$ cat src/rtl/sidf_pkg.sv
package sidf_pkg;

    // Layout of one event-type word
    localparam int TYPE_W   = 32;
    localparam int CODE_W   = 16;
    localparam int SPAN_POS = 29;

    // Number of bits of the event-type word that carry no function
    localparam int SPARE_W  = TYPE_W - CODE_W - 1;

    // Code value that must never qualify
    localparam logic [CODE_W-1:0] CODE_NONE = '1;

endpackage

$ cat src/rtl/sidf_span_match.sv
module sidf_span_match #(
    parameter int SID_W = 32
) (
    input  logic             span_i,
    input  logic [SID_W-1:0] pat_i,
    input  logic [SID_W-1:0] sid_i,
    output logic             hit_o
);

    localparam logic [SID_W-1:0] ONE = {{(SID_W-1){1'b0}}, 1'b1};

    logic [SID_W-1:0] pat_inc;
    logic [SID_W-1:0] wild_m;
    logic [SID_W-1:0] care_m;

    always_comb begin
        // Adding one to the pattern clears its trailing ones and sets the zero above them.
        // Pattern XOR (pattern + 1) therefore marks exactly the bits that span mode ignores.
        // For an all-ones pattern the carry drops out of the top, so every bit is marked.
        pat_inc = pat_i + ONE;
        wild_m  = pat_i ^ pat_inc;
        care_m  = span_i ? ~wild_m : '1;
        hit_o   = ((sid_i ^ pat_i) & care_m) == '0;
    end

endmodule

$ cat src/rtl/sidf_ctr_qual.sv
module sidf_ctr_qual
    import sidf_pkg::*;
(
    input  logic              clk_i,
    input  logic              rst_ni,
    input  logic              ev_valid_i,
    input  logic [CODE_W-1:0] ev_code_i,
    input  logic [CODE_W-1:0] cfg_code_i,
    input  logic              sid_hit_i,
    output logic              inc_o
);

    logic code_ok;
    logic qualify;

    always_comb begin
        code_ok = (ev_code_i == cfg_code_i) && (cfg_code_i != CODE_NONE);
        qualify = ev_valid_i && code_ok && sid_hit_i;
    end

    always_ff @(posedge clk_i or negedge rst_ni) begin
        if (!rst_ni) begin
            inc_o <= 1'b0;
        end else begin
            inc_o <= qualify;
        end
    end

    AST_NEEDS_STROBE: assert property (@(posedge clk_i) disable iff (!rst_ni)
        inc_o |-> $past(ev_valid_i));

    AST_CODE_EQUAL: assert property (@(posedge clk_i) disable iff (!rst_ni)
        inc_o |-> ($past(ev_code_i) == $past(cfg_code_i)));

    AST_NONE_CODE_SILENT: assert property (@(posedge clk_i) disable iff (!rst_ni)
        inc_o |-> ($past(cfg_code_i) != CODE_NONE));

    AST_PULSE_FOLLOWS_FILTER: assert property (@(posedge clk_i) disable iff (!rst_ni)
        inc_o |-> $past(sid_hit_i));

endmodule

$ cat src/rtl/sid_span_filter.sv
module sid_span_filter
    import sidf_pkg::*;
#(
    parameter int NUM_CTR = 4,
    parameter int SID_W   = 32
) (
    input  logic                      clk_i,
    input  logic                      rst_ni,
    input  logic                      global_mode_i,
    input  logic [NUM_CTR*TYPE_W-1:0] evt_type_i,
    input  logic [NUM_CTR*SID_W-1:0]  match_pat_i,
    input  logic                      ev_valid_i,
    input  logic [CODE_W-1:0]         ev_code_i,
    input  logic [SID_W-1:0]          ev_sid_i,
    output logic [NUM_CTR-1:0]        inc_o
);

    logic [CODE_W-1:0]        code_v [NUM_CTR];
    logic [SID_W-1:0]         pat_v  [NUM_CTR];
    logic [NUM_CTR-1:0]       span_v;
    logic [NUM_CTR-1:0]       own_hit;
    logic [NUM_CTR-1:0]       used_hit;
    logic [NUM_CTR*SPARE_W-1:0] unused_spare_bits;

    for (genvar g = 0; g < NUM_CTR; g++) begin : g_ctr
        // Split the event-type word into its fields
        assign code_v[g] = evt_type_i[g*TYPE_W +: CODE_W];
        assign span_v[g] = evt_type_i[g*TYPE_W + SPAN_POS];
        assign pat_v[g]  = match_pat_i[g*SID_W +: SID_W];
        assign unused_spare_bits[g*SPARE_W +: SPARE_W] =
            {evt_type_i[g*TYPE_W + SPAN_POS + 1 +: TYPE_W - SPAN_POS - 1],
             evt_type_i[g*TYPE_W + CODE_W +: SPAN_POS - CODE_W]};

        sidf_span_match #(
            .SID_W (SID_W)
        ) u_match (
            .span_i (span_v[g]),
            .pat_i  (pat_v[g]),
            .sid_i  (ev_sid_i),
            .hit_o  (own_hit[g])
        );

        if (g == 0) begin : g_lead
            // Counter 0 always applies its own filter
            assign used_hit[g] = own_hit[0];
        end else begin : g_follow
            // Other counters take counter 0's result in global mode
            assign used_hit[g] = global_mode_i ? own_hit[0] : own_hit[g];

            AST_GLOBAL_EXACT_CTR0: assert property (@(posedge clk_i) disable iff (!rst_ni)
                (inc_o[g] && $past(global_mode_i) && !$past(span_v[0]))
                |-> ($past(ev_sid_i) == $past(pat_v[0])));
        end

        sidf_ctr_qual u_qual (
            .clk_i      (clk_i),
            .rst_ni     (rst_ni),
            .ev_valid_i (ev_valid_i),
            .ev_code_i  (ev_code_i),
            .cfg_code_i (code_v[g]),
            .sid_hit_i  (used_hit[g]),
            .inc_o      (inc_o[g])
        );

        AST_EXACT_OWN: assert property (@(posedge clk_i) disable iff (!rst_ni)
            (inc_o[g] && !$past(global_mode_i) && !$past(span_v[g]))
            |-> ($past(ev_sid_i) == $past(pat_v[g])));

        AST_ALL_ONES_PASS: assert property (@(posedge clk_i) disable iff (!rst_ni)
            (ev_valid_i && !global_mode_i && span_v[g] && (pat_v[g] == '1)
             && (ev_code_i == code_v[g]) && (code_v[g] != CODE_NONE))
            |=> inc_o[g]);
    end

endmodule

$ cat config.mk
export PLATFORM = sky130hd
export DESIGN_NAME = sid_span_filter
export DESIGN_NICKNAME = d
export VERILOG_FILES = /design/src/rtl/sidf_pkg.sv /design/src/rtl/sidf_span_match.sv /design/src/rtl/sidf_ctr_qual.sv /design/src/rtl/sid_span_filter.sv
export SDC_FILE = /design/constraint.sdc
export NUM_CORES = 1
export LEC_CHECK = 0
export CAP_MARGIN = 25
export CORE_ASPECT_RATIO = 1.25
export CORE_UTILIZATION = 24
export CTS_CLUSTER_DIAMETER = 40
export DETAILED_ROUTE_END_ITERATION = 12
export DONT_BUFFER_PORTS = 1
export PLACE_DENSITY_LB_ADDON = 0.15
export SYNTH_ARGS = -nofsm -noshare
export SYNTH_HDL_FRONTEND = slang
export SYNTH_SLANG_ARGS = --single-unit
$ cat constraint.sdc
create_clock -name clk_i -period 1.2 [get_ports clk_i]
set_input_delay 0.06 -clock clk_i [delete_from_list [all_inputs] [get_ports clk_i]]
set_output_delay 0.06 -clock clk_i [all_outputs]
set_load 0.005 [all_outputs]
# Yosys cells after proc, flatten, opt, wreduce, memory -nomap -nowiden
# Cells that the tools add are included.
# totals
register_bits	4
elab_cells	55
output_inout_bits	4
in_bits	308
# classes
n_reduce_logical	16
bitwise_logic	16
muxes	7
eq_ne	8
addsub	4
# ops
op	n
32-bit XOR	8
32-bit by 1-bit adder with 32-bit output (second input constant)	4
32-bit AND	4
32-bit logical NOT	4
32-bit 2-to-1 mux	4
32-bit inverter	4
16-bit == test	4
16-bit != test (second input constant)	4
1-bit logical AND	12
1-bit 2-to-1 mux	3

# Longest topological paths before layout
# Gate-level depths: netlist of run 1.
# depth
depth_word	8
mapped_depth	9
ltp_nobuf	9

# By module
# A second synthesis of run 1 with hierarchy kept.
# hier_totals
cells_unflattened	613
area_unflattened_um2	4420.5
# modules_own_cells
module	instances	area_each_um2	cells_each
sidf_span_match at g_ctr[0].u_match ...	3	838.3	125
sidf_ctr_qual	4	247.7	28
sidf_span_match at g_ctr[3].u_match	1	880.8	123
sid_span_filter	1	33.8	3

# Least setup slack after synthesis of run 1
# OpenSTA, ideal clock, no wires.
# synth_timing
path_kind	input to register
start	input port ev_sid_i[1]
end	register g_ctr[2].u_qual.inc_o
path_slack_ns	-0.961
required_ns	1.093
path_buffers	1
stages	9
arrival_time_ns	2.054
cell_sequence	clkbuf_1 -> xnor2_1 -> a41oi_1 -> nor4_1 -> nand4_1 -> nor3_1 -> nand4_1 -> or4_4 -> a2111oi_4
# synth_between
elab_chain_len	5
# synth_rtl
item	line	text
start: declaration	sid_span_filter.sv:14	input logic [SID_W-1:0] ev_sid_i,
32-bit XOR	sidf_span_match.sv:23	hit_o = ((sid_i ^ pat_i) & care_m) == '0;
32-bit AND	sidf_span_match.sv:23	
32-bit logical NOT	sidf_span_match.sv:23	
1-bit 2-to-1 mux *	sid_span_filter.sv:48	assign used_hit[g] = global_mode_i ? own_hit[0] : own_hit[g];
1-bit logical AND *	sidf_ctr_qual.sv:18	qualify = ev_valid_i && code_ok && sid_hit_i;
net g_ctr[2].u_qual.qualify	sidf_ctr_qual.sv:14	logic qualify;
end signal: assignment	sidf_ctr_qual.sv:25	inc_o <= qualify;
end: declaration	sidf_ctr_qual.sv:10	output logic inc_o
# Mark *: on every way through the listed nets, which the timed path passes. The rest lies on a longest branch.

# Final worst setup path of run 1
# layout_timing
start	input port match_pat_i[4]
end	register g_ctr[2].u_qual.inc_o
# layout_between
elab_chain_len	8
# layout_rtl
item	line	text
start: declaration	sid_span_filter.sv:11	input logic [NUM_CTR*SID_W-1:0] match_pat_i,
32-bit by 1-bit adder with 32-bit output	sidf_span_match.sv:20	pat_inc = pat_i + ONE;
32-bit XOR	sidf_span_match.sv:21	wild_m = pat_i ^ pat_inc;
32-bit inverter	sidf_span_match.sv:22	care_m = span_i ? ~wild_m : '1;
32-bit 2-to-1 mux	sidf_span_match.sv:22	
32-bit AND *	sidf_span_match.sv:23	
32-bit logical NOT *	sidf_span_match.sv:23	
1-bit 2-to-1 mux *	sid_span_filter.sv:48	
1-bit logical AND *	sidf_ctr_qual.sv:18	
net g_ctr[2].u_qual.qualify	sidf_ctr_qual.sv:14	
# Marks and branches as above.

==> parameters.txt, run 1 <==
Parameter                              Value

Layout
  Growth of design area from synthesis to finish ... 31.6%
  Max FFs per register ... 4
  Ratio of cells with drive above 1 in the final layout ... 0.220
  Final Instance Count excl. Fillers ... 919
  Regs by FF count ... g_ctr.u_qual.inc_o (4)
  Utilization of the core after routing ... 0.322
  Register bank with the most flops ... g_ctr.u_qual.inc_o
  Sequential cell area ... 100 sq um
  Ant diodes ... 0
  Area of the multi-input gates ... 4370 sq um
  Fill cell total of the finished layout ... 1929
  Design area ... 5590 sq um
  Number of nets in the layout ... 1009

Placement
  Worst setup timing slack at the placement stage ... -1.20 ns
  Post-detailed-placement half-perimeter wirelength ... 20200 microns
  Last weighted congestion value of the routability-driven placer ... 0.916
  Post-placement cell count ... 908
  Cell area after placement ... 5220 sq um
  Port Buf Inserts ... 0

Critical path
  Worst-path fanout max ... 4
  Critical setup path kind ... in -> reg
  Startpoint class of the critical path ... input pin
  Required arrival time at the worst endpoint ... 1.32 ns
  WP data arrival ... 2.10 ns
  Crit. End Element ... flip-flop

Die
  Core area ... 17400 sq um
  Die width ... 121 microns
  Area enclosed by the die boundary ... 18200 sq um
  Total I/O pin count ... 312
  Starting Density ... 0.244
  Row cnt ... 54
  Die Span Y ... 151 microns

STA
  Hold_ws ... 0.0219 ns
  Max-slew violation total from the final report ... 0
  Fmax achieved ... 0.505 GHz
  Unrepaired setup endpoints after global routing ... yes
  Final clock period utilization by the worst path ... 1.65
  Post-route minimum period ... 1.98 ns
  Remaining max-slew budget at the tightest pin ... 0.684
  Sum of negative setup slack ... -2.88 ns
  Setup slack of the critical path after layout ... -0.780 ns
  Hold violation count in the final report ... 0
  Final number of setup-violating endpoints ... 4
  Transition time at the pin with the least slew margin ... 0.468 ns

Route
  Via density per instance ... 5.81
  Post-route ant nets ... 0
  Average wire per cell in the routed design ... 24.8 microns
  Overall via count from detail_route ... 5337
  Aggregate routed wire length ... 22800 microns
  DR iter-0 viols ... 243
  Remaining routing DRC violations ... 0
  Router iterations before antenna repair ... 4

Power and ir drop
  Tot Pwr ... 2.03 mW
  Ratio of total power to cell area ... 364 nW/um^2
  P_leak ... 1.95 nW
  IR drop worst, VDD ... 273 uV

Clocking
  CTS root buffer ... sky130_fd_sc_hd__clkbuf_16
  H-tree levels ... 1
  Buffer levels on the longest clock path ... 2
  Number of buffers added by the clock tree synthesis step ... 3
  Clk slew on worst S/H paths ... 0.03 ns
  Clock tree sinks ... 4
  TritonCTS clock tree ... done

Synth
  Number of instances in the synthesized netlist ... 620
  Ys flop type ... sky130_fd_sc_hd__dfrtp_1
  Count of state elements after synthesis ... 4
  Syn Area/Cell ... 6.84 sq um
  Share of synthesized area occupied by flip-flops and latches ... 0.0236
  Net count after synthesis ... 932
  Post-synth EDFFs ... 0
  Post-synthesis cell type count ... 60
  Synth warn ... 0
  Netlist area before placement ... 4240 sq um
  Fraction of synthesis flops using an asynchronous set or reset pin ... 1.00

Run status
  Violations in the final reports ... negative setup slack
  Status ... finished, violations left

Global routing
  Number of global-route vias before repair ... 5518
  Overflow left after global routing ... 0
  Wire length of the first global-routing pass ... 31800 microns
  Total routing usage reported by global routing ... 0.236
  Maximum number of pins on one net before global-route repair ... 10
  Antenna violations before repair ... 0

Hold path
  Worst Min Path Start ... global_mode_i
  Path category of the worst min-delay check ... in -> reg
  WHS Path Cells ... 2
  Endpoint of the worst hold path ... g_ctr[3].u_qual.inc_o$_DFF_PN0_

Run
  Max cap viols ... 0
==> worst max-delay path, stage by stage <==
cell and delay [ns]:
sky130_fd_sc_hd__and4_4 0.25, sky130_fd_sc_hd__nand3_4 0.11, sky130_fd_sc_hd__nor3_4 0.23, sky130_fd_sc_hd__a21oi_2 0.05, sky130_fd_sc_hd__a2111oi_2 0.38, sky130_fd_sc_hd__nand4_1 0.19
sky130_fd_sc_hd__or4_4 0.51, sky130_fd_sc_hd__a2111oi_4 0.31
==> synth_stat cells (all sizes together), types with 14 or more instances <==
| cell | n | area [sq um] |
|---|---|---|
| nor4 | 29 | 196 |
| xor2 | 101 | 885 |
| nor3 | 15 | 91.3 |
| and3 | 14 | 88.8 |
| o21ai | 26 | 130 |
| nor2 | 33 | 124 |
| a21oi | 44 | 220 |
| nand3 | 28 | 153 |
| nand4 | 53 | 332 |
| xnor2 | 74 | 648 |
| nand2 | 48 | 180 |
| inv | 16 | 60.1 |
==> power by group <==
group / internal, mW / total, mW / switching (mW)
clock: 0.426 / 0.521 / 0.0953
combinational: 0.759 / 1.38 / 0.617
sequential: 0.136 / 0.136 / 0.000000151
==> kinds of logic (layout without fill, tap and decap cells) <==
| group | after synthesis | after routing | share of synthesized area |
|---|---|---|---|
| flops | 4 | 4 | 0.0236 |
| buf+inv | 35 | 110 | 0.0351 |
| fa+ha+maj | 4 | 4 | 0.0118 |
| compound gates | 143 | 143 | 0.222 |
| simple gates | 259 | 259 | 0.346 |
| xor+xnor | 175 | 175 | 0.361 |
==> what timing repair did <==
item	CTS	global route
hold buffers	2	0
endpoints found under the hold margin	5	0
buffers inserted	2	4
gates resized for setup	15	28
pin swaps	11	22
setup endpoints to repair	4	4
==> how the worst max path moves through the flow <==
stage	startpoint	end	slack, ns
6_report	match_pat_i[4]	g_ctr[2].u_qual.inc_o$_DFF_PN0_	-0.78
5_1_grt	evt_type_i[93]	g_ctr[2].u_qual.inc_o$_DFF_PN0_	-0.87
4_1_cts	match_pat_i[4]	g_ctr[2].u_qual.inc_o$_DFF_PN0_	-0.73
3_5_place_dp	match_pat_i[16]	g_ctr[2].u_qual.inc_o$_DFF_PN0_	-1.20
3_3_place_gp	match_pat_i[16]	g_ctr[2].u_qual.inc_o$_DFF_PN0_	-1.33
2_1_floorplan	ev_sid_i[25]	g_ctr[2].u_qual.inc_o$_DFF_PN0_	-0.77
==> layer usage <==
layer  global-route usage  share of wire  vias to the layer above
li1                     -              -                     2509
met1                0.243           0.35                     2514
met2                0.457           0.52                      271
met3               0.0614          0.089                       43
met4               0.0741          0.034                        0
met5                    0              0                        -
==> layout by cell type, fill, tap and decap left out, types with 4 or more instances in the layout <==
cell type and instances:
sky130_fd_sc_hd__nand2_1 47, sky130_fd_sc_hd__o22ai_1 9, sky130_fd_sc_hd__dfrtp_1 4, sky130_fd_sc_hd__and4_1 10, sky130_fd_sc_hd__a21oi_2 5, sky130_fd_sc_hd__nor4_1 22, sky130_fd_sc_hd__a21oi_1 39, sky130_fd_sc_hd__o21ai_0 24
sky130_fd_sc_hd__xnor2_1 71, sky130_fd_sc_hd__a31oi_1 10, sky130_fd_sc_hd__or4_4 4, sky130_fd_sc_hd__nor3_1 11, sky130_fd_sc_hd__inv_1 16, sky130_fd_sc_hd__and2_1 5, sky130_fd_sc_hd__nor2_1 32, sky130_fd_sc_hd__nand4_1 53
sky130_fd_sc_hd__and3_1 13, sky130_fd_sc_hd__buf_4 86, sky130_fd_sc_hd__nor4_2 4, sky130_fd_sc_hd__a22oi_1 7, sky130_fd_sc_hd__a41oi_1 7, sky130_fd_sc_hd__xor2_1 100, sky130_fd_sc_hd__nand3_1 24
==> cell type report <==
type,instances,area share
clock buffer,3,0.0134
inverter,16,0.0108
multi-input combinational,581,0.782
sequential,4,0.0179
tap,224,0.0502
timing repair buffer,91,0.125
Power figures use the tool's default switching activity.
==> run 2, diff against run 1 <==
Settings changed: GPL_TIMING_DRIVEN set to 0, REMOVE_ABC_BUFFERS set to 1.
==> parameters.txt, run 2 (same netlist as run 1, synthesis figures left out) <==
Parameter                              Value

Power and ir drop
  Part of the power in combinational logic ... 0.638
  Total internal power ... 1.16 mW
  P_leak ... 1.55 nW
  Clk network pwr share ... 0.287
  Ratio of total power to cell area ... 367 nW/um^2
  Net switching power ... 643 uW
  IR drop worst, VDD ... 530 uV
  Register share of total power ... 0.075
  Switch share ... 0.356

STA
  Final number of setup-violating endpoints ... 4
  Remaining max-slew budget at the tightest pin ... 0.602
  Final clock period utilization by the worst path ... 1.70
  Fmax achieved ... 0.492 GHz
  Hold violation count in the final report ... 0
  Unrepaired setup endpoints after global routing ... yes
  Max-slew violation total from the final report ... 0
  Transition time at the pin with the least slew margin ... 0.592 ns
  Post-route minimum period ... 2.03 ns
  Setup slack of the critical path after layout ... -0.834 ns
  Hold_ws ... 0.0141 ns

Clocking
  Buffer levels on the longest clock path ... 2
  H-tree levels ... 1
  Clk slew on worst S/H paths ... 0.03 ns
  Number of buffers added by the clock tree synthesis step ... 3
  Clock tree sinks ... 4
  CTS root buffer ... sky130_fd_sc_hd__clkbuf_16
  TritonCTS clock tree ... done

Layout
  Register bank with the most flops ... g_ctr.u_qual.inc_o
  Commonest cells after routing, fill and taps aside ... sky130_fd_sc_hd__xor2_1, sky130_fd_sc_hd__xnor2_1, sky130_fd_sc_hd__nand4_1
  Fill cell total of the finished layout ... 1914
  Final Instance Count excl. Fillers ... 845
  Leading cell type in the layout, fill and taps excluded ... sky130_fd_sc_hd__xor2_1
  Ant diodes ... 0
  Max FFs per register ... 4
  Number of nets in the layout ... 935
  Area of the multi-input gates ... 4270 sq um
  Design area ... 4920 sq um
  Sequential cell area ... 100 sq um
  Ratio of cells with drive above 1 in the final layout ... 0.111
  Regs by FF count ... g_ctr.u_qual.inc_o (4)
  Growth of design area from synthesis to finish ... 16.0%

Critical path
  Critical setup path kind ... in -> reg
  Worst-path fanout max ... 4
  Required arrival time at the worst endpoint ... 1.32 ns
  Source of the critical timing path ... match_pat_i[64]
  Crit. End Element ... flip-flop
  Startpoint class of the critical path ... input pin
  WP data arrival ... 2.15 ns

Die
  Core area ... 17400 sq um
  Area enclosed by the die boundary ... 18200 sq um
  Die width ... 121 microns
  Total I/O pin count ... 312
  Row cnt ... 54
  Die Span Y ... 151 microns
  Starting Density ... 0.244

Global routing
  Wire length of the first global-routing pass ... 31600 microns
  Number of global-route vias before repair ... 5383
  Maximum number of pins on one net before global-route repair ... 10
  Total routing usage reported by global routing ... 0.239
  Overflow left after global routing ... 0
  Antenna violations before repair ... 0

Route
  DR iter-0 viols ... 263
  Average wire per cell in the routed design ... 26.8 microns
  Router iterations before antenna repair ... 5
  Post-route ant nets ... 0
  Aggregate routed wire length ... 22700 microns
  Via density per instance ... 6.07
  Overall via count from detail_route ... 5125
  Remaining routing DRC violations ... 0

Placement
  Port Buf Inserts ... 0
  Post-detailed-placement half-perimeter wirelength ... 19000 microns
  Post-placement cell count ... 826
  Last weighted congestion value of the routability-driven placer ... 0.978
  Cell area after placement ... 4440 sq um

Run status
  Status ... finished, violations left
  Violations in the final reports ... negative setup slack

Hold path
  Worst Min Path Start ... ev_code_i[12]
  Path category of the worst min-delay check ... in -> reg

Run
  Max cap viols ... 0
==> run 2: cell count changes in the layout (fill, tap and decap cells not counted), sizes merged <==
| cell | previous run | this run |
|---|---|---|
| buf | 89 | 15 |
==> run 2: final cells by class <==
class | count | area share
tap | 224 | 0.0569
clock buffer | 3 | 0.0152
sequential | 4 | 0.0203
multi-input combinational | 581 | 0.868
timing repair buffer | 17 | 0.0272
inverter | 16 | 0.0122
==> run 2: worst paths after layout <==
| kind | to | slack (ns) | depth (start not counted) |
|---|---|---|---|
| min | g_ctr[0].u_qual.inc_o$_DFF_PN0_ | 0.01 | 2 |
| min in group asynchronous | g_ctr[2].u_qual.inc_o$_DFF_PN0_ | 0.14 | 1 |
| max | g_ctr[2].u_qual.inc_o$_DFF_PN0_ | -0.83 | 9 |
| max in group asynchronous | g_ctr[1].u_qual.inc_o$_DFF_PN0_ | 0.85 | 1 |
==> run 2: power groups by stage <==
| stage | combinational (mW) | sequential (mW) | clock, mW |
|---|---|---|---|
| 2_1_floorplan | 0.875 | 0.137 | 0 |
| 3_3_place_gp | 1.05 | 0.137 | 0 |
| 3_5_place_dp | 1.06 | 0.137 | 0 |
| 4_1_cts | 1.12 | 0.136 | 0.525 |
| 5_1_grt | 1.28 | 0.136 | 0.544 |
| 6_report | 1.15 | 0.136 | 0.519 |
==> run 2: layer usage <==
layer  track usage  wire (microns)
met3        0.0837            2600
met1         0.223            7470
met2         0.459           11400
met4         0.115            1190
met5             0               0
==> run 2: repair_timing <==
action,CTS,global route
pin swaps,21,5
hold endpoints to repair,5,0
hold buffers,2,0
buffers inserted,11,3
endpoints found under the setup margin,4,4
gates resized for setup,42,12
==> run 2: metrics by stage <==
step / power [mW] / utilization / setup WS [ns] / TNS (ns)
2_1_floorplan: 1.01 / - / -0.915 / -3.33
3_3_place_gp: 1.19 / 0.255 / -1.59 / -5.54
3_5_place_dp: 1.19 / 0.256 / -1.47 / -5.32
4_1_cts: 1.78 / 0.278 / -0.823 / -3.06
5_1_grt: 1.96 / 0.284 / -0.936 / -3.60
6_report: 1.81 / 0.284 / -0.834 / -3.12
==> run 2: critical path: stages <==
cell and delay, ns:
sky130_fd_sc_hd__ha_1 0.18, sky130_fd_sc_hd__nand4_1 0.10, sky130_fd_sc_hd__a22o_1 0.21, sky130_fd_sc_hd__or4_1 0.53, sky130_fd_sc_hd__nor4_1 0.28, sky130_fd_sc_hd__nand4_1 0.19
sky130_fd_sc_hd__nor4_2 0.22, sky130_fd_sc_hd__a31oi_2 0.19, sky130_fd_sc_hd__a2111oi_4 0.21
==> run 3, diff against run 2 <==
Settings changed: CELL_PAD_IN_SITES_DETAIL_PLACEMENT set to 1, CELL_PAD_IN_SITES_GLOBAL_PLACEMENT set to 1.
==> parameters.txt, run 3 (same netlist as run 1, synthesis figures left out) <==
Parameter                              Value

Run status
  Status ... finished, violations left
  Violations in the final reports ... negative setup slack

Critical path
  Worst-path fanout max ... 6
  Critical setup path kind ... in -> reg
  WP data arrival ... 2.13 ns
  Crit. End Element ... flip-flop
  Required arrival time at the worst endpoint ... 1.32 ns
  Startpoint class of the critical path ... input pin

Global routing
  Total routing usage reported by global routing ... 0.248
  Wire length of the first global-routing pass ... 33200 microns
  Overflow left after global routing ... 0
  Maximum number of pins on one net before global-route repair ... 10
  Number of global-route vias before repair ... 5618
  Antenna violations before repair ... 0

Die
  Total I/O pin count ... 312
  Die Span Y ... 151 microns
  Core area ... 17400 sq um
  Area enclosed by the die boundary ... 18200 sq um
  Row cnt ... 54
  Die width ... 121 microns
  Starting Density ... 0.244

Power and ir drop
  Register share of total power ... 0.075
  Switch share ... 0.357
  P_leak ... 1.58 nW
  IR drop worst, VDD ... 439 uV
  Ratio of total power to cell area ... 367 nW/um^2
  Net switching power ... 648 uW
  Part of the power in combinational logic ... 0.642
  Tot Pwr ... 1.82 mW
  Total internal power ... 1.17 mW
  Clk network pwr share ... 0.283

Route
  DR iter-0 viols ... 131
  Met2 Routed Length ... 11900 microns
  Highest metal layer with signal wires ... met4
  Detailed route wirelength on metal3 ... 2640 microns
  Remaining routing DRC violations ... 0
  Post-route ant nets ... 0
  Router iterations before antenna repair ... 4
  Via density per instance ... 5.99
  Routed length on met1 ... 7830 microns
  Aggregate routed wire length ... 23400 microns
  Average wire per cell in the routed design ... 27.7 microns
  Overall via count from detail_route ... 5048

STA
  Remaining max-slew budget at the tightest pin ... 0.624
  Final clock period utilization by the worst path ... 1.68
  Max-slew violation total from the final report ... 0
  Hold violation count in the final report ... 0
  Setup slack of the critical path after layout ... -0.814 ns
  Transition time at the pin with the least slew margin ... 0.560 ns
  Fmax achieved ... 0.496 GHz
  Unrepaired setup endpoints after global routing ... yes
  Sum of negative setup slack ... -2.94 ns
  Hold_ws ... 0.0202 ns
  Post-route minimum period ... 2.01 ns
  Final number of setup-violating endpoints ... 4

Layout
  Ratio of cells with drive above 1 in the final layout ... 0.113
  Max FFs per register ... 4
  Register bank with the most flops ... g_ctr.u_qual.inc_o
  Sequential cell area ... 100 sq um
  Commonest cells after routing, fill and taps aside ... sky130_fd_sc_hd__xor2_1, sky130_fd_sc_hd__xnor2_1, sky130_fd_sc_hd__nand4_1
  Area of the multi-input gates ... 4310 sq um
  Leading cell type in the layout, fill and taps excluded ... sky130_fd_sc_hd__xor2_1
  Regs by FF count ... g_ctr.u_qual.inc_o (4)
  Utilization of the core after routing ... 0.285
  Ant diodes ... 0
  Growth of design area from synthesis to finish ... 16.7%
  Final Instance Count excl. Fillers ... 843
  Design area ... 4950 sq um
  Fill cell total of the finished layout ... 2149
  Number of nets in the layout ... 933

Placement
  Cell area after placement ... 4440 sq um
  Post-placement cell count ... 826
  Worst setup timing slack at the placement stage ... -1.57 ns
  Port Buf Inserts ... 0
  Last weighted congestion value of the routability-driven placer ... 0.926
  Post-detailed-placement half-perimeter wirelength ... 19900 microns

Hold path
  Path category of the worst min-delay check ... in -> reg
  WHS Path Cells ... 2
  Endpoint of the worst hold path ... g_ctr[0].u_qual.inc_o$_DFF_PN0_
  Worst Min Path Start ... ev_code_i[12]

Clocking
  Clock tree sinks ... 4
  H-tree levels ... 1
  Buffer levels on the longest clock path ... 2
  CTS root buffer ... sky130_fd_sc_hd__clkbuf_16
  TritonCTS clock tree ... done
  Number of buffers added by the clock tree synthesis step ... 3
  Clk slew on worst S/H paths ... 0.03 ns

Run
  Max cap viols ... 0
-- run 3: routing by layer --
layer / vias to the layer above / GRT usage
met5: - / 0
met4: 0 / 0.0988
met3: 34 / 0.0996
met2: 261 / 0.475
met1: 2407 / 0.230
li1: 2346 / -
-- run 3: cell type report --
type,count,share of cell area
Clock buffer,3,0.0152
Inverter,16,0.0121
Multi-Input combinational cell,581,0.871
Sequential cell,4,0.0202
Tap cell,224,0.0566
Timing Repair Buffer,15,0.0245
-- run 3: repair_timing --
| action | 4_1_cts | 5_1_grt |
|---|---|---|
| setup endpoints to repair | 4 | 4 |
| endpoints found under the hold margin | 5 | 0 |
| pin swaps | 17 | 20 |
| setup buffers | 6 | 6 |
| hold buffers | 2 | 0 |
| resized for setup | 40 | 22 |
-- run 3: worst max-delay path by stage --
stage / from / end / cells past startpoint
after global routing: evt_type_i[29] / g_ctr[2].u_qual.inc_o$_DFF_PN0_ / 8
after CTS: match_pat_i[8] / g_ctr[2].u_qual.inc_o$_DFF_PN0_ / 8
after floorplan: match_pat_i[19] / g_ctr[2].u_qual.inc_o$_DFF_PN0_ / 8
after detailed placement: match_pat_i[68] / g_ctr[2].u_qual.inc_o$_DFF_PN0_ / 8
final: evt_type_i[29] / g_ctr[2].u_qual.inc_o$_DFF_PN0_ / 8
after global placement: match_pat_i[64] / g_ctr[2].u_qual.inc_o$_DFF_PN0_ / 9
-- run 3: power groups by stage --
stage	logic (mW)	registers (mW)	clock network [mW]
after CTS	1.13	0.136	0.520
after global placement	1.05	0.137	0
after floorplan	0.875	0.137	0
final	1.17	0.136	0.514
after detailed placement	1.07	0.137	0
after global routing	1.29	0.136	0.542
-- run 3: worst max-delay path, stage by stage --
cell                        delay (ns)
sky130_fd_sc_hd__and4_4           0.26
sky130_fd_sc_hd__nand3_4          0.12
sky130_fd_sc_hd__nor3_4           0.25
sky130_fd_sc_hd__a21oi_2          0.08
sky130_fd_sc_hd__a2111oi_4        0.36
sky130_fd_sc_hd__nand4_1          0.16
sky130_fd_sc_hd__or4_4            0.53
sky130_fd_sc_hd__a2111oi_4        0.31
